### src/rtl/grpf_pkg.sv
package grpf_pkg;
  typedef enum logic [1:0] {
    ACT_IDLE  = 2'd0,
    ACT_PLACE = 2'd1,
    ACT_FLUSH = 2'd2,
    ACT_CLOSE = 2'd3
  } grpf_act_e;

  typedef struct packed {
    logic serialize;
    logic branch;
    logic crack_first;
    logic nonren;
  } grpf_tag_t;
endpackage

### src/rtl/grpf_classify.sv
module grpf_classify
  import grpf_pkg::*;
#(
  parameter int NSLOT = 5,
  parameter int LEN_W = 3,
  parameter int CNT_W = 3
) (
  input  logic             in_valid,
  input  grpf_tag_t        tag,
  input  logic [LEN_W-1:0] len,
  input  logic [CNT_W-1:0] cnt,
  input  logic [LEN_W-1:0] rem,
  input  logic             out_free,
  output grpf_act_e        act,
  output logic [CNT_W-1:0] pos
);
  localparam int LAST = NSLOT - 1;

  logic member;
  logic full;
  logic fits;

  assign member = (rem != '0);
  assign full   = (cnt == CNT_W'(LAST));
  assign fits   = (32'(cnt) + 32'(len)) <= 32'(LAST);

  always_comb begin
    act = ACT_IDLE;
    pos = cnt;
    if (!in_valid) begin
      if (cnt != '0 && !member && out_free) act = ACT_FLUSH;
    end else if (member) begin
      act = ACT_PLACE;
    end else if (tag.serialize) begin
      if (out_free) act = (cnt == '0) ? ACT_CLOSE : ACT_FLUSH;
    end else if (tag.branch) begin
      if (out_free) begin
        act = ACT_CLOSE;
        pos = CNT_W'(LAST);
      end
    end else if (tag.crack_first) begin
      if (fits) act = ACT_PLACE;
      else if (out_free) act = ACT_FLUSH;
    end else if (full) begin
      if (out_free) act = ACT_FLUSH;
    end else if (tag.nonren) begin
      if (out_free) act = ACT_CLOSE;
    end else begin
      act = ACT_PLACE;
    end
  end
endmodule

### src/rtl/grpf_build.sv
module grpf_build
  import grpf_pkg::*;
#(
  parameter int NSLOT = 5,
  parameter int PAY_W = 8,
  parameter int LEN_W = 3,
  parameter int CNT_W = 3
) (
  input  logic                   clk,
  input  logic                   rst,
  input  grpf_act_e              act,
  input  logic [CNT_W-1:0]       pos,
  input  logic [PAY_W-1:0]       op_pay,
  input  logic                   op_first,
  input  logic [LEN_W-1:0]       op_len,
  output logic [CNT_W-1:0]       cnt,
  output logic [LEN_W-1:0]       rem,
  output logic [NSLOT-1:0]       grp_vld,
  output logic [NSLOT*PAY_W-1:0] grp_pay
);
  localparam int LAST = NSLOT - 1;

  logic [NSLOT-1:0]       b_vld;
  logic [NSLOT*PAY_W-1:0] b_pay;
  logic                   clear;
  logic                   place;
  logic                   close;

  assign clear = (act == ACT_FLUSH) || (act == ACT_CLOSE);
  assign place = (act == ACT_PLACE);
  assign close = (act == ACT_CLOSE);

  for (genvar i = 0; i < NSLOT; i++) begin : g_slot
    always_ff @(posedge clk) begin
      if (rst || clear) begin
        b_vld[i]                 <= 1'b0;
        b_pay[i*PAY_W +: PAY_W]  <= '0;
      end else if (place && cnt == CNT_W'(i)) begin
        b_vld[i]                 <= 1'b1;
        b_pay[i*PAY_W +: PAY_W]  <= op_pay;
      end
    end

    assign grp_vld[i] = b_vld[i] | (close && pos == CNT_W'(i));
    assign grp_pay[i*PAY_W +: PAY_W] = (close && pos == CNT_W'(i)) ?
                                       op_pay : b_pay[i*PAY_W +: PAY_W];
  end

  always_ff @(posedge clk) begin
    if (rst || clear) begin
      cnt <= '0;
      rem <= '0;
    end else if (place) begin
      cnt <= cnt + 1'b1;
      if (op_first)        rem <= op_len - 1'b1;
      else if (rem != '0)  rem <= rem - 1'b1;
    end
  end


  crack_fit_chk: assert property (@(posedge clk) disable iff (rst)
    (rem != '0) |-> ((32'(cnt) + 32'(rem)) <= 32'(LAST)));
endmodule

### src/rtl/grpf_hold.sv
module grpf_hold #(
  parameter int NSLOT = 5,
  parameter int PAY_W = 8
) (
  input  logic                   clk,
  input  logic                   rst,
  input  logic                   load,
  input  logic                   disp_ok,
  input  logic [NSLOT-1:0]       grp_vld,
  input  logic [NSLOT*PAY_W-1:0] grp_pay,
  output logic                   o_valid,
  output logic [NSLOT-1:0]       o_vld,
  output logic [NSLOT*PAY_W-1:0] o_pay,
  output logic                   out_free
);
  assign out_free = !o_valid || disp_ok;

  always_ff @(posedge clk) begin
    if (rst) begin
      o_valid <= 1'b0;
      o_vld   <= '0;
      o_pay   <= '0;
    end else if (load) begin
      o_valid <= 1'b1;
      o_vld   <= grp_vld;
      o_pay   <= grp_pay;
    end else if (disp_ok) begin
      o_valid <= 1'b0;
    end
  end


  hold_stable_chk: assert property (@(posedge clk) disable iff (rst)
    (o_valid && !disp_ok) |=> (o_valid && $stable(o_vld) && $stable(o_pay)));
endmodule

### src/rtl/grp_former.sv
module grp_former
  import grpf_pkg::*;
#(
  parameter int NSLOT = 5,
  parameter int PAY_W = 8,
  parameter int LEN_W = 3
) (
  input  logic                   clk,
  input  logic                   rst,
  input  logic                   in_valid,
  output logic                   in_ready,
  input  logic [PAY_W-1:0]       in_pay,
  input  logic                   in_branch,
  input  logic                   in_crack_first,
  input  logic [LEN_W-1:0]       in_crack_len,
  input  logic                   in_nonren,
  input  logic                   in_serialize,
  input  logic                   disp_ok,
  output logic                   grp_valid,
  output logic [NSLOT-1:0]       grp_slot_vld,
  output logic [NSLOT*PAY_W-1:0] grp_slot_pay
);
  localparam int LAST  = NSLOT - 1;
  localparam int CNT_W = $clog2(NSLOT);

  grpf_tag_t              tag;
  grpf_act_e              act;
  logic [CNT_W-1:0]       pos;
  logic [CNT_W-1:0]       cnt;
  logic [LEN_W-1:0]       rem;
  logic                   out_free;
  logic                   emit;
  logic                   op_first;
  logic [NSLOT-1:0]       nxt_vld;
  logic [NSLOT*PAY_W-1:0] nxt_pay;

  assign tag      = '{serialize: in_serialize, branch: in_branch,
                      crack_first: in_crack_first, nonren: in_nonren};
  assign in_ready = (act == ACT_PLACE) || (act == ACT_CLOSE);
  assign emit     = (act == ACT_FLUSH) || (act == ACT_CLOSE);
  assign op_first = in_crack_first && (rem == '0);

  grpf_classify #(.NSLOT(NSLOT), .LEN_W(LEN_W), .CNT_W(CNT_W)) u_classify (
    .in_valid (in_valid),
    .tag      (tag),
    .len      (in_crack_len),
    .cnt      (cnt),
    .rem      (rem),
    .out_free (out_free),
    .act      (act),
    .pos      (pos)
  );

  grpf_build #(.NSLOT(NSLOT), .PAY_W(PAY_W), .LEN_W(LEN_W), .CNT_W(CNT_W)) u_build (
    .clk      (clk),
    .rst      (rst),
    .act      (act),
    .pos      (pos),
    .op_pay   (in_pay),
    .op_first (op_first),
    .op_len   (in_crack_len),
    .cnt      (cnt),
    .rem      (rem),
    .grp_vld  (nxt_vld),
    .grp_pay  (nxt_pay)
  );

  grpf_hold #(.NSLOT(NSLOT), .PAY_W(PAY_W)) u_hold (
    .clk      (clk),
    .rst      (rst),
    .load     (emit),
    .disp_ok  (disp_ok),
    .grp_vld  (nxt_vld),
    .grp_pay  (nxt_pay),
    .o_valid  (grp_valid),
    .o_vld    (grp_slot_vld),
    .o_pay    (grp_slot_pay),
    .out_free (out_free)
  );


  last_slot_chk: assert property (@(posedge clk) disable iff (rst)
    (act == ACT_CLOSE && pos == CNT_W'(LAST)) |-> (in_valid && in_branch));


  serial_alone_chk: assert property (@(posedge clk) disable iff (rst)
    (in_valid && in_ready && in_serialize && rem == '0) |-> (cnt == '0));


  idle_flush_chk: assert property (@(posedge clk) disable iff (rst)
    (!in_valid && cnt != '0 && rem == '0 && out_free) |=> grp_valid);
endmodule

### config.mk
export PLATFORM = sky130hd
export DESIGN_NAME = grp_former
export DESIGN_NICKNAME = d
export VERILOG_FILES = /design/src/rtl/grpf_pkg.sv /design/src/rtl/grpf_classify.sv /design/src/rtl/grpf_build.sv /design/src/rtl/grpf_hold.sv /design/src/rtl/grp_former.sv
export SDC_FILE = /design/constraint.sdc
export NUM_CORES = 1
export LEC_CHECK = 0
export ABC_AREA = 1
export BUFFER_PORTS_ARGS = -buffer_cell sky130_fd_sc_hd__buf_2
export CAP_MARGIN = 25
export CORE_ASPECT_RATIO = 1.75
export CORE_UTILIZATION = 61
export CTS_BUF_LIST = sky130_fd_sc_hd__clkbuf_4 sky130_fd_sc_hd__clkbuf_8 sky130_fd_sc_hd__clkbuf_16
export DETAILED_ROUTE_END_ITERATION = 10
export PLACE_DENSITY = 0.92
export SYNTH_ARGS = -nofsm -noshare
export SYNTH_HDL_FRONTEND = slang
export SYNTH_SLANG_ARGS = --single-unit
### constraint.sdc
create_clock -name clk -period 3.9 [get_ports clk]
set_clock_uncertainty 0.05 [all_clocks]
set_input_delay 0 -clock clk [delete_from_list [all_inputs] [get_ports clk]]
set_output_delay 0 -clock clk [all_outputs]
set_load 0.03 [all_outputs]
==> results.cfg <==
[route]
wl_per_cell_um = 15.3
vias_per_cell = 5.65
drt_wl_total_um = 12200
via_count = 4475
drtAntennaViolNets = 0
dr.pass1.iters = 5
drc = 0
drt_iter0_drc = 460

[sta]
setup_slack_ns = 0.493
tightest_slew_ns = 0.680
setup_viol = 0
post-route-min-period_ns = 3.41
rsz0062_at_grt = false
hold_viol = 0
finalSetupTns_ns = 0
relSlewSlack_pct = 54.5
max_freq_ghz = 0.294
maxSlewViolCount = 0
min_period_over_period_pct = 87.4

[floorplanning]
die_h_um = 114
start_util_pct = 63.3
rows = 40
die_area_um2 = 7470
io-pin-count = 66
coreArea_um2 = 6860
die_x_um = 65.8

[cells_and_area]
layout-drive-gt1-share_pct = 14.0
diodes = 0
fillCellCount = 488
nets = 732
area_delta_synth_final_pct = 18.7
fin_area_um2 = 5150

[power]
powerDensity_nw_per_um2 = 532
ir_drop_mv = 0.376
swShare_pct = 33.3
p_int_w = 0.00183
clkPwrFrac_pct = 35.1
netSwitchingPower_w = 0.000912
p_seq_share_pct = 40.3
p_comb_share_pct = 24.6
p_leak_nw = 2.72

[clocking]
cts_resized = 0
insertion_delay_ns = 0.34
clkSinkCount = 97
post_cts_buffers = 0
clockBufferDepth = 2
cts-root-buf = clkbuf_16
numCtsBuffers = 9
htree_levels = 3
cts_tree = yes
clkSlewWorstSetupHoldPaths_ns = 0.06

[place]
post-place-ws_ns = 0.647
placed_area_um2 = 4720
hpwl_um = 7860
gp_congestion = 0.885
io_buffer_count = 65

[setup_path]
worstSetupPathType = flip-flop to flip-flop
worstPathMaxFanout = 40
critical_path.endpoint_type = flip-flop
r2r_slack_ns = 0.49
required_ns = 4.13
arrival_ns = 3.64
cp-start-kind = flip-flop

[global_routing]
grt-ovfl-total = 0
grt_pass1_wl_um = 19500
grt_pass1_vias = 4286
grt_max_degree = 41
grt_antenna_before_repair = 0
grtUsageTotal_pct = 34.7

[logic_synthesis]
synthFlopType = dfxtp_1
ys_seq_area_share_pct = 44.8
ys_warn_count = 0
ys_types = 30
syn_nets = 662
synth_area_um2 = 4340
synth_edf_count = 0
synth_area_per_cell_um2 = 6.85
ys_seq_elements = 97
synth_cells = 633
async_flop_share_pct = 0

[flow_run]
maxCapViolations = 0

[min_path]
min_path_type = primary input to flip-flop

[run_status]
status = finished, final reports clean
## cell usage after synthesis (all sizes together) (3+ instances only)
cell type  count  area [µm²]
nand2        202         773
dfxtp         97        1940
buf           14        73.8
o21ai         24         131
nand3         84         430
inv           71         267
clkinv         3        12.5
a31oi          4        25.0
nor2          81         312
nand4          9        56.3
a21oi         20         100
ha             9         113
clkbuf         6        22.5
## worst paths after layout
check | startpoint | to | depth (start not counted)
max | u_build.cnt[1] | u_hold.o_pay[28] | 13
min reg2reg | u_hold.o_pay[19] | u_hold.o_pay[19] | 2
max reg2reg | u_build.cnt[1] | u_hold.o_pay[28] | 13
min | in_crack_len[0] | u_build.rem[0] | 5
## placed cells by master (no fill, tap or decap), types with 6 or more instances in the layout
master         instances
dlygate4sd3_1         10
nand4_1                9
nand2_1              196
nand2_2                6
nor2_1                79
nand3_1               82
dfxtp_1               97
o21ai_0               23
inv_1                 70
ha_1                   9
a21oi_1               20
clkbuf_16              9
buf_2                 65
## flip-flops by register name (all words and copies together), names as in the netlist
name,cells
u_build.b_pay,40
u_hold.o_pay,40
u_build.b_vld,5
u_hold.o_vld,5
u_build.cnt,3
u_build.rem,3
u_hold.o_valid,1
## per-stage QoR
| stage | utilization [%] | power (W) | hold WS (ns) | std cells |
|---|---|---|---|---|
| 6_report | 75.1 | 0.00274 | 0.0277 | 792 |
| 5_1_grt | 75.1 | 0.00286 | 0.0662 | 792 |
| 4_1_cts | 75.1 | 0.00273 | 0.0296 | 792 |
| 3_5_place_dp | 68.8 | 0.00177 | 0.222 | 766 |
| 3_3_place_gp | 68.8 | 0.00174 | 0.215 | 766 |
| 2_1_floorplan | - | 0.00159 | 0.0191 | 633 |
## what timing repair did
action	in CTS	in global routing
hold buffers	10	0
endpoints found under the setup margin	0	0
endpoints found under the hold margin	34	0
## power by group through the flow
stage / clock network (W) / registers [W] / logic, W
after floorplan: 0 / 0.00119 / 0.000404
after detailed placement: 0 / 0.00112 / 0.000643
after CTS: 0.000967 / 0.00110 / 0.000658
after global routing: 0.00101 / 0.00111 / 0.000738
after global placement: 0 / 0.00112 / 0.000618
final: 0.000962 / 0.00111 / 0.000673
## worst max-delay path, cell delays in order (launching register included)
cell and delay, ns:
dfxtp_1 0.63, inv_1 0.25, fa_1 0.57, nand2_1 0.06, nand3_1 0.07, nand3_1 0.06, nand2_1 0.07, nand2_2 0.08
nand2_2 0.18, nand2_2 0.25, inv_2 0.55, buf_12 0.27, nand2_1 0.12, nand2_1 0.10
## final cells by class
type                    instances  area [µm²]  share of cell area (%)
well taps                      84         105                    2.04
inverters                      74         279                    5.42
multi-input cells             442        2020                    39.3
flip-flops and latches         97        1940                    37.7
clock buffers                  11         253                    4.91
repair buffers                 79         468                    9.09
clock inverters                 5        77.6                    1.51
## logic make-up after synthesis
kind of cell / after synthesis / synth area share (%)
simple gates: 379 / 36.6
flops: 97 / 44.8
buf+inv: 94 / 8.65
compound gates: 52 / 6.72
fa+ha+maj: 10 / 3.06
xor+xnor: 1 / 0.202
## metal layers
metal	track usage, %	up-vias	part of all wire (%)
li1	-	2127	-
met1	39.0	2046	37
met2	54.5	223	48
met3	6.30	79	7.6
met4	30.7	0	7.6
met5	0	-	0
No activity file was read; power rests on OpenSTA's default activity.
